<file path="src/rtl/lmag_pkg.sv">
package lmag_pkg;

   typedef enum logic [1:0] {
      DSZ_8    = 2'd0,
      DSZ_16   = 2'd1,
      DSZ_32   = 2'd2,
      DSZ_WIDE = 2'd3
   } dsz_e;

   typedef enum logic [1:0] {
      ASZ_16   = 2'd0,
      ASZ_32   = 2'd1,
      ASZ_FULL = 2'd2
   } asz_e;

   typedef enum logic [2:0] {
      SEG_ES = 3'd0,
      SEG_CS = 3'd1,
      SEG_SS = 3'd2,
      SEG_DS = 3'd3,
      SEG_FS = 3'd4,
      SEG_GS = 3'd5
   } seg_e;

   localparam int BYTE_W = 8;

   // segments whose base survives in the 64-bit sub-mode
   function automatic logic seg_keeps_base(input logic [2:0] id);
      return (id == 3'(SEG_FS)) || (id == 3'(SEG_GS));
   endfunction

   // address size chosen by sub-mode and override
   function automatic asz_e pick_asz(input logic m64, input logic ovr);
      if (m64) return ovr ? ASZ_32 : ASZ_FULL;
      else     return ovr ? ASZ_16 : ASZ_32;
   endfunction

endpackage

</file>
<file path="src/rtl/lmag_disp_ext.sv">
module lmag_disp_ext
   import lmag_pkg::*;
#(
   parameter int ADDR_W   = 64,
   parameter int NARROW_W = 32,
   parameter int SHORT_W  = 16
) (
   input  logic [ADDR_W-1:0] disp_raw,
   input  logic [1:0]        disp_sz,
   input  logic              mode64,
   output logic [ADDR_W-1:0] disp_ext
);
   localparam int PAD_B = ADDR_W - BYTE_W;
   localparam int PAD_S = ADDR_W - SHORT_W;
   localparam int PAD_N = ADDR_W - NARROW_W;

   logic [ADDR_W-1:0] ext_b;
   logic [ADDR_W-1:0] ext_s;
   logic [ADDR_W-1:0] ext_n;

   assign ext_b = {{PAD_B{disp_raw[BYTE_W-1]}},   disp_raw[BYTE_W-1:0]};
   assign ext_s = {{PAD_S{disp_raw[SHORT_W-1]}},  disp_raw[SHORT_W-1:0]};
   assign ext_n = {{PAD_N{disp_raw[NARROW_W-1]}}, disp_raw[NARROW_W-1:0]};

   always_comb begin
      case (dsz_e'(disp_sz))
         DSZ_8:    disp_ext = ext_b;
         DSZ_16:   disp_ext = ext_s;
         DSZ_32:   disp_ext = ext_n;
         // wide form exists only in the 64-bit sub-mode
         DSZ_WIDE: disp_ext = mode64 ? disp_raw : ext_n;
         default:  disp_ext = ext_n;
      endcase
   end
endmodule

</file>
<file path="src/rtl/lmag_ea_sum.sv">
module lmag_ea_sum #(
   parameter int ADDR_W     = 64,
   parameter int SCALE_W    = 2,
   parameter int SCALE_IMPL = 0,
   parameter int SUM_IMPL   = 1
) (
   input  logic [ADDR_W-1:0]  base_val,
   input  logic               base_en,
   input  logic [ADDR_W-1:0]  idx_val,
   input  logic               idx_en,
   input  logic [SCALE_W-1:0] scale,
   input  logic [ADDR_W-1:0]  disp_ext,
   output logic [ADDR_W-1:0]  ea
);
   localparam int SCALE_N = 1 << SCALE_W;

   logic [ADDR_W-1:0] base_g;
   logic [ADDR_W-1:0] idx_g;
   logic [ADDR_W-1:0] scaled;

   assign base_g = base_en ? base_val : '0;
   assign idx_g  = idx_en  ? idx_val  : '0;

   if (SCALE_IMPL == 0) begin : g_scale_shift
      assign scaled = idx_g << scale;
   end else begin : g_scale_mux
      always_comb begin
         scaled = '0;
         for (int k = 0; k < SCALE_N; k++) begin
            if (scale == SCALE_W'(k)) scaled = idx_g << k;
         end
      end
   end

   if (SUM_IMPL == 0) begin : g_sum_chain
      assign ea = base_g + scaled + disp_ext;
   end else begin : g_sum_csa
      logic [ADDR_W-1:0] csa_s;
      logic [ADDR_W-1:0] csa_c;
      logic [ADDR_W-1:0] csa_c_sh;
      assign csa_s    = base_g ^ scaled ^ disp_ext;
      assign csa_c    = (base_g & scaled) | (base_g & disp_ext) | (scaled & disp_ext);
      assign csa_c_sh = {csa_c[ADDR_W-2:0], 1'b0};
      assign ea       = csa_s + csa_c_sh;
   end
endmodule

</file>
<file path="src/rtl/lmag_size_clip.sv">
module lmag_size_clip
   import lmag_pkg::*;
#(
   parameter int ADDR_W   = 64,
   parameter int NARROW_W = 32,
   parameter int SHORT_W  = 16
) (
   input  logic [ADDR_W-1:0] ea,
   input  asz_e              asz,
   output logic [ADDR_W-1:0] clip
);
   localparam logic [ADDR_W-1:0] MASK_N = {{(ADDR_W-NARROW_W){1'b0}}, {NARROW_W{1'b1}}};
   localparam logic [ADDR_W-1:0] MASK_S = {{(ADDR_W-SHORT_W){1'b0}},  {SHORT_W{1'b1}}};

   always_comb begin
      case (asz)
         ASZ_FULL: clip = ea;
         ASZ_32:   clip = ea & MASK_N;
         ASZ_16:   clip = ea & MASK_S;
         default:  clip = ea & MASK_N;
      endcase
   end
endmodule

</file>
<file path="src/rtl/lmag_seg_apply.sv">
module lmag_seg_apply
   import lmag_pkg::*;
#(
   parameter int ADDR_W   = 64,
   parameter int NARROW_W = 32
) (
   input  logic [ADDR_W-1:0] clip,
   input  logic              mode64,
   input  logic [2:0]        seg_id,
   input  logic [ADDR_W-1:0] seg_base,
   output logic [ADDR_W-1:0] va
);
   localparam int PAD_N = ADDR_W - NARROW_W;

   logic [ADDR_W-1:0]   wide_add;
   logic [ADDR_W-1:0]   wide_va;
   logic [NARROW_W-1:0] narrow_sum;
   logic [ADDR_W-1:0]   compat_va;

   assign wide_add   = seg_keeps_base(seg_id) ? seg_base : '0;
   assign wide_va    = clip + wide_add;
   assign narrow_sum = clip[NARROW_W-1:0] + seg_base[NARROW_W-1:0];
   assign compat_va  = {{PAD_N{1'b0}}, narrow_sum};
   assign va         = mode64 ? wide_va : compat_va;
endmodule

</file>
<file path="src/rtl/lm_addr_gen.sv">
module lm_addr_gen
   import lmag_pkg::*;
#(
   parameter int ADDR_W     = 64,
   parameter int NARROW_W   = 32,
   parameter int SHORT_W    = 16,
   parameter int SCALE_W    = 2,
   parameter int SCALE_IMPL = 0,
   parameter int SUM_IMPL   = 1
) (
   input  logic              clk,
   input  logic              rst,
   input  logic              in_vld,
   input  logic              mode64,
   input  logic              asz_ovr,
   input  logic [63:0]       base_val,
   input  logic              base_en,
   input  logic [63:0]       idx_val,
   input  logic              idx_en,
   input  logic [1:0]        scale,
   input  logic [63:0]       disp_val,
   input  logic [1:0]        disp_sz,
   input  logic [2:0]        seg_id,
   input  logic [63:0]       seg_base,
   output logic              out_vld,
   output logic [63:0]       out_addr
);
   // elaboration-time parameter checks
   if (ADDR_W != 64) begin : g_chk_addr
      $error("lm_addr_gen: ADDR_W must match the 64-bit port width");
   end
   if (!(SHORT_W > BYTE_W && NARROW_W > SHORT_W && ADDR_W > NARROW_W)) begin : g_chk_order
      $error("lm_addr_gen: widths must satisfy 8 < SHORT_W < NARROW_W < ADDR_W");
   end
   if (SCALE_W != 2) begin : g_chk_scale
      $error("lm_addr_gen: SCALE_W must match the 2-bit scale port");
   end
   if (SCALE_IMPL < 0 || SCALE_IMPL > 1 || SUM_IMPL < 0 || SUM_IMPL > 1) begin : g_chk_impl
      $error("lm_addr_gen: SCALE_IMPL and SUM_IMPL take 0 or 1");
   end

   asz_e              asz;
   logic [ADDR_W-1:0] disp_ext;
   logic [ADDR_W-1:0] ea;
   logic [ADDR_W-1:0] clip;
   logic [ADDR_W-1:0] va;
   logic              vld_q;
   logic [ADDR_W-1:0] addr_q;

   assign asz = pick_asz(mode64, asz_ovr);

   lmag_disp_ext #(
      .ADDR_W(ADDR_W), .NARROW_W(NARROW_W), .SHORT_W(SHORT_W)
   ) u_disp (
      .disp_raw(disp_val), .disp_sz(disp_sz), .mode64(mode64), .disp_ext(disp_ext)
   );

   lmag_ea_sum #(
      .ADDR_W(ADDR_W), .SCALE_W(SCALE_W), .SCALE_IMPL(SCALE_IMPL), .SUM_IMPL(SUM_IMPL)
   ) u_sum (
      .base_val(base_val), .base_en(base_en), .idx_val(idx_val), .idx_en(idx_en),
      .scale(scale), .disp_ext(disp_ext), .ea(ea)
   );

   lmag_size_clip #(
      .ADDR_W(ADDR_W), .NARROW_W(NARROW_W), .SHORT_W(SHORT_W)
   ) u_clip (
      .ea(ea), .asz(asz), .clip(clip)
   );

   lmag_seg_apply #(
      .ADDR_W(ADDR_W), .NARROW_W(NARROW_W)
   ) u_seg (
      .clip(clip), .mode64(mode64), .seg_id(seg_id), .seg_base(seg_base), .va(va)
   );

   always_ff @(posedge clk) begin
      if (rst) begin
         vld_q  <= 1'b0;
         addr_q <= '0;
      end else begin
         vld_q <= in_vld;
         if (in_vld) addr_q <= va;
      end
   end

   assign out_vld  = vld_q;
   assign out_addr = addr_q;
endmodule

</file>
<file path="config.mk">
export PLATFORM = sky130hd
export DESIGN_NAME = lm_addr_gen
export DESIGN_NICKNAME = d
export VERILOG_FILES = /design/src/rtl/lmag_pkg.sv /design/src/rtl/lmag_disp_ext.sv /design/src/rtl/lmag_ea_sum.sv /design/src/rtl/lmag_size_clip.sv /design/src/rtl/lmag_seg_apply.sv /design/src/rtl/lm_addr_gen.sv
export SDC_FILE = /design/constraint.sdc
export NUM_CORES = 1
export LEC_CHECK = 0
export ABC_CLOCK_PERIOD_IN_PS = 11200
export BUFFER_PORTS_ARGS = -buffer_cell sky130_fd_sc_hd__clkbuf_2
export CAP_MARGIN = 40
export CORE_MARGIN = 2
export CORE_UTILIZATION = 63
export CTS_CLUSTER_DIAMETER = 50
export CTS_CLUSTER_SIZE = 30
export DETAILED_ROUTE_END_ITERATION = 7
export GPL_ROUTABILITY_DRIVEN = 0
export GPL_TIMING_DRIVEN = 0
export HOLD_SLACK_MARGIN = 0.08
export PLACE_DENSITY = 0.88
export SLEW_MARGIN = 20
export SYNTH_ARGS = -nofsm -noshare
export SYNTH_HDL_FRONTEND = slang
export SYNTH_SLANG_ARGS = --single-unit
export TNS_END_PERCENT = 50
</file>
<file path="constraint.sdc">
create_clock -name clk -period 11.2 [get_ports clk]
set_input_delay 0 -clock clk [delete_from_list [all_inputs] [get_ports clk]]
set_output_delay 0 -clock clk [all_outputs]
set_load 0.05 [all_outputs]
</file>
-- After elaboration in Yosys (flattened, before gate mapping)
Index checks and enable logic that the tools add are counted.
- bitwise gates (word level): 7
- shifts and indexed selects: 1
- reductions and logical operators: 3
- muxes and demuxes: 10
- equal/unequal tests: 6
- add/subtract/negate cells: 3
- operator list (cell ; number):
    two-way mux 64 bit ; 5
    case mux 64 bit (4 select lines) ; 1
    bitwise AND 63 bit ; 3
    adder 64 bit ; 2
    case mux 64 bit (2 select lines) ; 1
    XOR 64 bit ; 2
    OR 63 bit ; 2
    left shift 64 x 2 -> 64 bit ; 1
    adder 32 bit ; 1
    equality test 2 bit, second input constant ; 3
    equality test 3 bit, second input constant ; 2
    zero test 2 bit ; 2
    two-way mux 2 bit ; 2
    equality test 2 x 1 -> 1 bit, second input constant ; 1
    logical OR 1 bit ; 1
    two-way mux 1 bit ; 1
- logic and storage cells: 32
- input bits: 270
- output and inout bits: 65
- flip-flop bits (word level): 65

-- Depth between registers and ports, before layout
Gate-level depths: netlist of run 1.
- depth after elaboration: 9
- gate-level depth with buffers: 31
- depth with buffers taken out: 30

-- By module
From an unflattened synthesis of run 1, not the netlist that was laid out.
- cells, all modules: 2369
- area total of the unflattened synthesis: 18565.3 um^2
- modules (own cells, without submodules) (module ; cells an instance ; area each (um^2) ; sequential area each (um^2) ; instances):
    lmag_ea_sum ; 992 ; 7803.7 ; 0.0 ; 1
    lmag_seg_apply ; 939 ; 6178.4 ; 0.0 ; 1
    lm_addr_gen ; 210 ; 2327.2 ; 1301.2 ; 1
    lmag_disp_ext ; 154 ; 1652.8 ; 0.0 ; 1
    lmag_size_clip ; 74 ; 603.1 ; 0.0 ; 1

-- Least setup slack after synthesis of run 1
No wires, ideal clock.
- path type: input to register
- start: in scale[0]
- end: reg addr_q[63], in the netlist out_addr[63]
- setup time: 117 ps
- setup slack: 4523 ps
- buffers on the path: 2
- data required time: 11083 ps
- stages on the path: 28
- arrival: 6560 ps
- cell sequence: buf_1 -> buf_1 -> mux4_2 -> nand2_1 -> fa_1 -> inv_1 -> ha_1 -> a21oi_1 -> nor2_1 -> o41ai_1 -> a21boi_0 -> o21ai_0 -> a21oi_1 -> o21ai_0 -> a21bo_2 -> a21oi_1 -> nor3b_1 -> ha_1 -> and2_1 -> a221o_1 -> nor3_1 -> o21ai_1 -> a41oi_1 -> o211ai_1 -> a31oi_1 -> o2111ai_1 -> xnor3_1 -> a22o_1
- word-level cells in the longest chain between the ends: 8
- elaborated cells on any way between the ends: 11
- classes of those cells: 2 x add/sub; 1 x shift; 2 x mux; 6 x bitwise
- ends and longest elaborated chain (item ; RTL line ; text):
    from (decl) ; lm_addr_gen.sv:20 ; input logic [1:0] scale,
    left shift 64 x 2 -> 64 bit (*) ; lmag_ea_sum.sv:25 ; assign scaled = idx_g << scale;
    bitwise AND 63 bit ; lmag_ea_sum.sv:42 ; assign csa_c = (base_g & scaled) | (base_g & disp_ext) | (scaled & disp_ext);
    OR 63 bit (2 in series) ; lmag_ea_sum.sv:42 ;
    adder 64 bit (*) ; lmag_ea_sum.sv:44 ; assign ea = csa_s + csa_c_sh;
    case mux 64 bit (2 select lines) (*) ; lmag_size_clip.sv:16 ; case (asz)
    adder 64 bit (*) ; lmag_seg_apply.sv:21 ; assign wide_va = clip + wide_add;
    two-way mux 64 bit (*) ; lmag_seg_apply.sv:24 ; assign va = mode64 ? wide_va : compat_va;
    to (signal assigned) ; lm_addr_gen.sv:83 ; if (in_vld) addr_q <= va;
    to (decl) ; lm_addr_gen.sv:48 ; logic [ADDR_W-1:0] addr_q;
Mark *: on every way between the ends. The rest lies on a longest branch, timed or not.
A chain may end at the register's enable or synchronous reset.

-- Final worst setup path of run 1
- start: in scale[1]
- end: reg addr_q[63], in the netlist out_addr[63]
Same word-level chain as after synthesis.

==> results of run 1 <==
[path summary, 6_finish.rpt]
kind	endpoint	slack [ps]	startpoint
setup / recovery	out_addr[63]$_SDFFE_PP0P_	2640	scale[1]
hold / removal	out_vld$_SDFF_PP0_	150	in_vld
setup reg to reg	out_addr[21]$_SDFFE_PP0P_	10340	out_addr[21]$_SDFFE_PP0P_
hold reg to reg	out_addr[46]$_SDFFE_PP0P_	450	out_addr[46]$_SDFFE_PP0P_
[layout make-up]
type / instances / area, um^2 / share of cell area, %
timing repair buffer: 336 / 1720 / 9.16
clock inverter: 4 / 51.3 / 0.273
inverter: 119 / 447 / 2.38
tap: 330 / 413 / 2.20
clock buffer: 12 / 256 / 1.36
multi-input combinational: 1872 / 14100 / 75.1
sequential: 65 / 1300 / 6.92
antenna: 2 / 5.00 / 0.0266
buffer: 128 / 494 / 2.63
[critical path, delay by kind of cell]
kind                     cells  cell delay, ps
AO/OA/AOI/OAI               16            4150
multiplexers                 1             390
buffers and inverters        3            1200
XOR/XNOR                     1             280
adder cells (fa/ha/maj)      3            1280
AND/OR/NAND/NOR              5            1460
[power breakdown]
part	internal, W	total (W)	leakage, nW	switching (W)
clock network	0.000184	0.000284	0.149	0.0000996
logic	0.000766	0.00201	8.44	0.00124
registers	0.000259	0.000275	0.533	0.0000158
total	0.00121	0.00257	9.12	0.00136
[flip-flops by register name, indices dropped and copies added (netlist names)]
signal,cells
out_addr,64
out_vld,1
[through the flow]
| stage | instance area [um^2] | instances | utilization (%) | hold slack (ps) | setup slack, ps |
|---|---|---|---|---|---|
| after floorplan | 16400 | 2184 | - | 103 | 4520 |
| after global placement | 18400 | 2844 | 72.7 | 298 | 2890 |
| after detailed placement | 18500 | 2847 | 72.9 | 312 | 2630 |
| after CTS | 18800 | 2864 | 74.1 | 151 | 2930 |
| after global routing | 18800 | 2867 | 74.2 | 191 | 2200 |
| final | 18800 | 2868 | 74.2 | 154 | 2640 |
[metal layers]
metal / track usage, % / vias to the layer above / share of wire [%]
met5: 0 / - / 0.017
met1: 53.4 / 8267 / 41
met4: 16.1 / 2 / 4.0
li1: - / 8502 / -
met3: 4.67 / 137 / 12
met2: 60.0 / 1225 / 43
[what timing repair did]
item / 4_1_cts / 5_1_grt
buffers inserted: 0 / 0
hold buffers: 1 / 0
setup endpoints to repair: 0 / 0
hold endpoints to repair: 1 / 0
[cell usage in the layout (no fill, tap or decap), types with 24 or more instances in the layout]
cell | Yosys | layout
sky130_fd_sc_hd__mux4_2 | 60 | 60
sky130_fd_sc_hd__a211oi_1 | 29 | 29
sky130_fd_sc_hd__a21oi_1 | 216 | 216
sky130_fd_sc_hd__and2_1 | 162 | 162
sky130_fd_sc_hd__nor3_1 | 24 | 24
sky130_fd_sc_hd__nand4_1 | 31 | 31
sky130_fd_sc_hd__nor2b_1 | 24 | 24
sky130_fd_sc_hd__o21ai_0 | 126 | 126
sky130_fd_sc_hd__nand3_1 | 46 | 46
sky130_fd_sc_hd__ha_1 | 158 | 158
sky130_fd_sc_hd__a21o_1 | 128 | 128
sky130_fd_sc_hd__inv_1 | 118 | 118
sky130_fd_sc_hd__nand2_1 | 241 | 241
sky130_fd_sc_hd__dfxtp_1 | 65 | 65
sky130_fd_sc_hd__fa_1 | 66 | 66
sky130_fd_sc_hd__o21bai_1 | 27 | 27
sky130_fd_sc_hd__clkbuf_2 | 0 | 330
sky130_fd_sc_hd__xor2_1 | 49 | 49
sky130_fd_sc_hd__xnor2_1 | 85 | 85
sky130_fd_sc_hd__clkbuf_1 | 109 | 110
sky130_fd_sc_hd__nor2_1 | 142 | 142
[logic make-up (layout without fill, tap and decap cells)]
kind of cell | count (synthesis) | after routing | share of synthesized area [%]
compound gates | 694 | 694 | 27.3
xor+xnor | 136 | 136 | 7.45
fa+ha+maj | 224 | 224 | 20.2
buf+inv | 247 | 599 | 5.75
flops | 65 | 65 | 7.96
mux | 71 | 71 | 8.94
other cells | 0 | 2 | 0
simple gates | 747 | 747 | 22.5
==> metrics.cfg, run 1 <==
[run_status]
run_status=finished, violations left
failing_checks=design-rule violations

[global_route]
vias_in_the_first_global_route=16700
antenna_found_initial=2
grt_first_pass_wirelength_um=83100
grt_overflow=0
grt_util_all_layers_pct=38.3
grt_start_max_net_pins=12

[detailed_routing]
postRouteWirelength_um=53300
wl_per_cell_um=18.6
drc=26
post_drt_via_cell_ratio=6.32
postRouteAntennaNets=0
initialDrtViolationCount=2025
first_pass_iters=8
via_count=18100

[die]
top_level_ports=335
design.die.area_um2=27300
start_util_pct=64.6
dieHeight_um=165
die_w_um=165
floorplan.rows=58
core_region_area_um2=25300

[clock_tree]
clock_latency_ps=330
postCtsResizedCells=0
h_tree_depth=3
cts.root.buffer_cell=sky130_fd_sc_hd__clkbuf_16
max-clock-path-buffers=2
numCtsBuffers=9
cts.reportedPaths.clkPinSlew_ps=50
cts_tree=built
tritoncts_num_sinks=65

[timing]
hold_viol=0
slew_headroom_pct=40.2
achievable-frequency_mhz=117
rsz0062_at_grt=false
min_period_over_period_pct=76.5
maxSlewViolCount=0
finalSetupTns_ps=0
fin_skew_ps=0
tightestPinTransition_ps=886
setup_viol=0
timing.final.crit_period_ps=8560

[flow_run]
max_cap_viol=0

[power_and_ir_drop]
power_leakage_nw=9.12
max_rail_drop_vdd_v=0.000162
power.density_nw_per_um2=137
totalPowerFinal_w=0.00257

[synthesis]
synthTopCellsByCount=sky130_fd_sc_hd__nand2_1 (241), sky130_fd_sc_hd__a21oi_1 (216), sky130_fd_sc_hd__and2_1 (162), sky130_fd_sc_hd__ha_1 (158), sky130_fd_sc_hd__nor2_1 (142)
mappedNetlistNets=2678
ys_ff_latch=65
netlist_area_um2=16400
async_flop_share_pct=0
ys_top_cells_by_area=sky130_fd_sc_hd__ha_1 (12%), sky130_fd_sc_hd__mux4_2 (8.3%), sky130_fd_sc_hd__fa_1 (8.1%)
syn_inst=2184
synth_seq_area_share_pct=7.96
synth.avg_cell_area_um2=7.49
yosysWarningCount=0
postSynth.topFlopCell=sky130_fd_sc_hd__dfxtp_1
synth_area_leader_cell=sky130_fd_sc_hd__ha_1
yosysMostFrequentCell=sky130_fd_sc_hd__nand2_1
synth.distinct_cells=77
post-synth-top-area-fraction_pct=12.1
synth_enable_flop_cells=0

[critical_path]
worst-endpoint-arrival_ps=8780
worst-r2r-cell-count=3
most_frequent_cell_on_critical_path=sky130_fd_sc_hd__a21oi_1
ws_path_type=input pin to flip-flop
crit_slowest_cell=sky130_fd_sc_hd__o41ai_1
critical_path.max_stage_delay_ps=720
cp.required_ps=11410
critical_path.max_fanout=10
cp-start-kind=input pin
endpoint_kind=flip-flop

[hold_path]
min_path_cells=2
holdCritPathClass=input pin to flip-flop

[place]
dpl.hpwl_um=45800
io_buffers=330

[final_layout]
number_of_nets_in_the_finished_design=3025
flow.area_growth_from_synthesis_pct=15.0
share_of_layout_cells_above_drive_strength_1_pct=17.4
fillerInstances=2024

Note: power is estimated with default switching activity, not from simulation.
==> run 2, diff against run 1 <==
--- a/config.mk
+++ b/config.mk
@@ -5,18 +5,19 @@
 export SDC_FILE = /design/constraint.sdc
 export NUM_CORES = 1
 export LEC_CHECK = 0
-export ABC_CLOCK_PERIOD_IN_PS = 11200
+export ABC_AREA = 1
+export ABC_CLOCK_PERIOD_IN_PS = 8500
 export BUFFER_PORTS_ARGS = -buffer_cell sky130_fd_sc_hd__clkbuf_2
 export CAP_MARGIN = 40
 export CORE_MARGIN = 2
-export CORE_UTILIZATION = 63
+export CORE_UTILIZATION = 59
 export CTS_CLUSTER_DIAMETER = 50
 export CTS_CLUSTER_SIZE = 30
 export DETAILED_ROUTE_END_ITERATION = 7
 export GPL_ROUTABILITY_DRIVEN = 0
 export GPL_TIMING_DRIVEN = 0
 export HOLD_SLACK_MARGIN = 0.08
-export PLACE_DENSITY = 0.88
+export PLACE_DENSITY = 0.82
 export SLEW_MARGIN = 20
 export SYNTH_ARGS = -nofsm -noshare
 export SYNTH_HDL_FRONTEND = slang
==> constraint.sdc (replaced) <==
create_clock -name clk -period 8.5 [get_ports clk]
set_input_delay 0 -clock clk [delete_from_list [all_inputs] [get_ports clk]]
set_output_delay 0 -clock clk [all_outputs]
set_load 0.05 [all_outputs]
==> run 2 against run 1 <==
Compared with the run above: the flow still finishes with violations (design-rule violations); sequential cell count unchanged; final cell count up 44%; clock power up 42%; critical path depth down 1; critical endpoint is now out_addr[47]$_SDFFE_PP0P_; highest routed layer is now met4.
==> metrics.cfg, run 2 <==
[run_status]
run_status=finished, violations left
failing_checks=design-rule violations

[detailed_routing]
postRouteAntennaNets=0  ; unchanged
postRouteWirelength_um=69800  ; +31%
wl_per_cell_um=16.9  ; -8.9%
post_drt_via_cell_ratio=5.94  ; -6.0%
drc=9  ; -65%
via_count=24500  ; +35%
first_pass_iters=8  ; unchanged
initialDrtViolationCount=3322  ; +64%

[clock_tree]
tritoncts_num_sinks=65  ; unchanged
h_tree_depth=3  ; unchanged
cts_hold_buf=0  ; -1
postCtsSetupRepairBufs=0  ; unchanged
max-clock-path-buffers=2  ; unchanged
cts.reportedPaths.clkPinSlew_ps=60  ; about the same
cts_tree=built
cts.root.buffer_cell=sky130_fd_sc_hd__clkbuf_16
numCtsBuffers=9  ; unchanged
postCtsResizedCells=0  ; unchanged
clock_latency_ps=330  ; about the same

[power_and_ir_drop]
power.share.sequential_pct=9.8  ; -0.9 points
switching_share_pct=58.4  ; +5.5 points
power.share.combinational_pct=79.2  ; +1.0 points
switching_power_w=0.00214  ; +57%
max_rail_drop_vdd_v=0.000143  ; -12%
clock_power_share_pct=11.0  ; about the same
internal_power_w=0.00152  ; +26%
power_leakage_nw=11.6  ; +27%
power.density_nw_per_um2=175  ; +28%

[timing]
min_period_over_period_pct=71.3
hold_viol=0  ; unchanged
setup_viol=0  ; unchanged
slew_headroom_pct=47.2  ; +7.0 points
finalSetupTns_ps=0  ; unchanged
maxSlewViolCount=0  ; unchanged
achievable-frequency_mhz=165
timing.final.crit_period_ps=6060
fin_skew_ps=0  ; unchanged
tightestPinTransition_ps=792  ; -94.0 ps
rsz0062_at_grt=false

[hold_path]
worstHoldStart=seg_base[0]
holdCritPathClass=input pin to flip-flop

[global_route]
grt_util_all_layers_pct=41.2  ; +3.0 points
grt_start_max_net_pins=13  ; +1
vias_in_the_first_global_route=23100  ; +39%
grt_first_pass_wirelength_um=111000  ; +33%
grt_overflow=0  ; unchanged
antenna_found_initial=0  ; -2

[final_layout]
fin_cells=4124  ; +44%
max_ffs_per_register=64  ; unchanged
n_antenna_cell=0  ; -2
fillerInstances=2975  ; +47%
share_of_layout_cells_above_drive_strength_1_pct=11.5  ; -5.9 points
top_library_cells_by_usage_in_the_layout_fill_and_taps_aside=sky130_fd_sc_hd__nand2_1 (957), sky130_fd_sc_hd__inv_1 (524), sky130_fd_sc_hd__nor2_1 (415)
number_of_nets_in_the_finished_design=4217  ; +39%
flow.area_growth_from_synthesis_pct=13.4
layout.cell_area.non_filler_um2=20900  ; +11%
mostFrequentLayoutCell=sky130_fd_sc_hd__nand2_1

[synthesis]
synth.avg_cell_area_um2=5.45  ; -27%
post-synth-top-area-fraction_pct=19.5  ; +7.4 points
synth_area_leader_cell=sky130_fd_sc_hd__nand2_1
postSynth.topFlopCell=sky130_fd_sc_hd__dfxtp_1
yosysWarningCount=0  ; unchanged
ys_ff_latch=65  ; unchanged
yosysMostFrequentCell=sky130_fd_sc_hd__nand2_1
mappedNetlistNets=3878  ; +45%
synthTopCellsByCount=sky130_fd_sc_hd__nand2_1 (957), sky130_fd_sc_hd__inv_1 (524), sky130_fd_sc_hd__nor2_1 (415), sky130_fd_sc_hd__a21oi_1 (354), sky130_fd_sc_hd__o21ai_0 (239)
syn_inst=3384  ; +55%
synth_enable_flop_cells=0  ; unchanged
ys_top_cells_by_area=sky130_fd_sc_hd__nand2_1 (19%), sky130_fd_sc_hd__ha_1 (11%), sky130_fd_sc_hd__inv_1 (11%)
synth.distinct_cells=55  ; -29%
async_flop_share_pct=0  ; unchanged
netlist_area_um2=18500  ; +13%
synth_seq_area_share_pct=7.05  ; -0.90 points

[critical_path]
endpoint_kind=flip-flop
ws_path_type=input pin to flip-flop
cp-start-kind=input pin
worst-endpoint-arrival_ps=6260  ; -2520 ps
cp.required_ps=8700  ; -2710 ps
worstReg2RegStart=out_addr[2]$_SDFFE_PP0P_
crit_start=idx_en
critical_path.max_stage_delay_ps=490  ; -230 ps
critical_path.max_fanout=10  ; unchanged
crit_slowest_cell=sky130_fd_sc_hd__fa_1

[die]
top_level_ports=335  ; unchanged
start_util_pct=60.2  ; -4.4 points
design.die.area_um2=32700  ; +20%
die_w_um=181  ; +9.5%
dieHeight_um=181  ; +9.5%
floorplan.rows=64  ; +10%
core_region_area_um2=30700  ; +21%

[place]
io_buffers=328  ; -0.61%
dpl.hpwl_um=59300  ; +30%
cell_area_placed_um2=20600  ; +12%
placed_cells=4108  ; +44%

[flow_run]
max_cap_viol=0  ; unchanged

## run 2: through the flow
stage | hold WS (ps) | total power, W | setup WS (ps) | util, %
after detailed placement | 422 | 0.00313 | 2480 | 67.1
after floorplan | 271 | 0.00239 | 3840 | -
after global placement | 406 | 0.00308 | 2590 | 67.1
final | 96.2 | 0.00366 | 2440 | 68.2
after CTS | 96.4 | 0.00355 | 2810 | 68.2
after global routing | 133 | 0.00396 | 2090 | 68.2
## run 2: worst paths after layout
path / cells after the start / to / slack (ps)
worst max-delay path: 28 / out_addr[47]$_SDFFE_PP0P_ / 2440
worst min-delay path: 6 / out_addr[0]$_SDFFE_PP0P_ / 100
worst max register to register: 4 / out_addr[2]$_SDFFE_PP0P_ / 7790
worst min register to register: 2 / out_addr[53]$_SDFFE_PP0P_ / 460
## run 2: layout make-up
cell class              count  area, um^2  area share, %
repair buffers            328        1640           7.85
inverters                 538        2020           9.65
clock inverters             6        90.1          0.431
well taps                 396         495           2.37
plain buffers             102         403           1.93
flip-flops and latches     65        1300           6.22
clock buffers              10         239           1.14
multi-input cells        2679       14700           70.4
## run 2: critical path: cells and delay by family
kind	cells	cell delay, ps
AO/OA/AOI/OAI	11	2600
AND/OR/NAND/NOR	10	1330
adder cells (fa/ha/maj)	3	1260
buffers and inverters	4	1040
## run 2: cell families (layout without fill, tap and decap cells)
group                    Yosys count  count (layout)  synth area share [%]
AND/OR/NAND/NOR                 1605            1605                  35.2
AO/OA/AOI/OAI                    807             807                  24.7
buffers and inverters            640             984                  13.1
adder cells (fa/ha/maj)          224             224                  17.9
flip-flops                        65              65                  7.05
XOR/XNOR                          40              40                  1.90
multiplexers                       3               3                 0.163
## run 2: layer usage
metal  GRT usage, %  vias to the layer above  routed length (um)
li1               -                    11600                   -
met1           51.6                    10800               25700
met2           64.7                     1728               29700
met3           9.33                      372                9740
met4           24.7                        0                4630
met5              0                        -                   0
## run 2: power by group through the flow
stage	logic (W)	clock network, W	registers, W
2_1_floorplan	0.00191	0	0.000480
3_3_place_gp	0.00272	0	0.000363
3_5_place_dp	0.00277	0	0.000364
4_1_cts	0.00279	0.000405	0.000358
5_1_grt	0.00318	0.000422	0.000362
6_report	0.00290	0.000403	0.000358
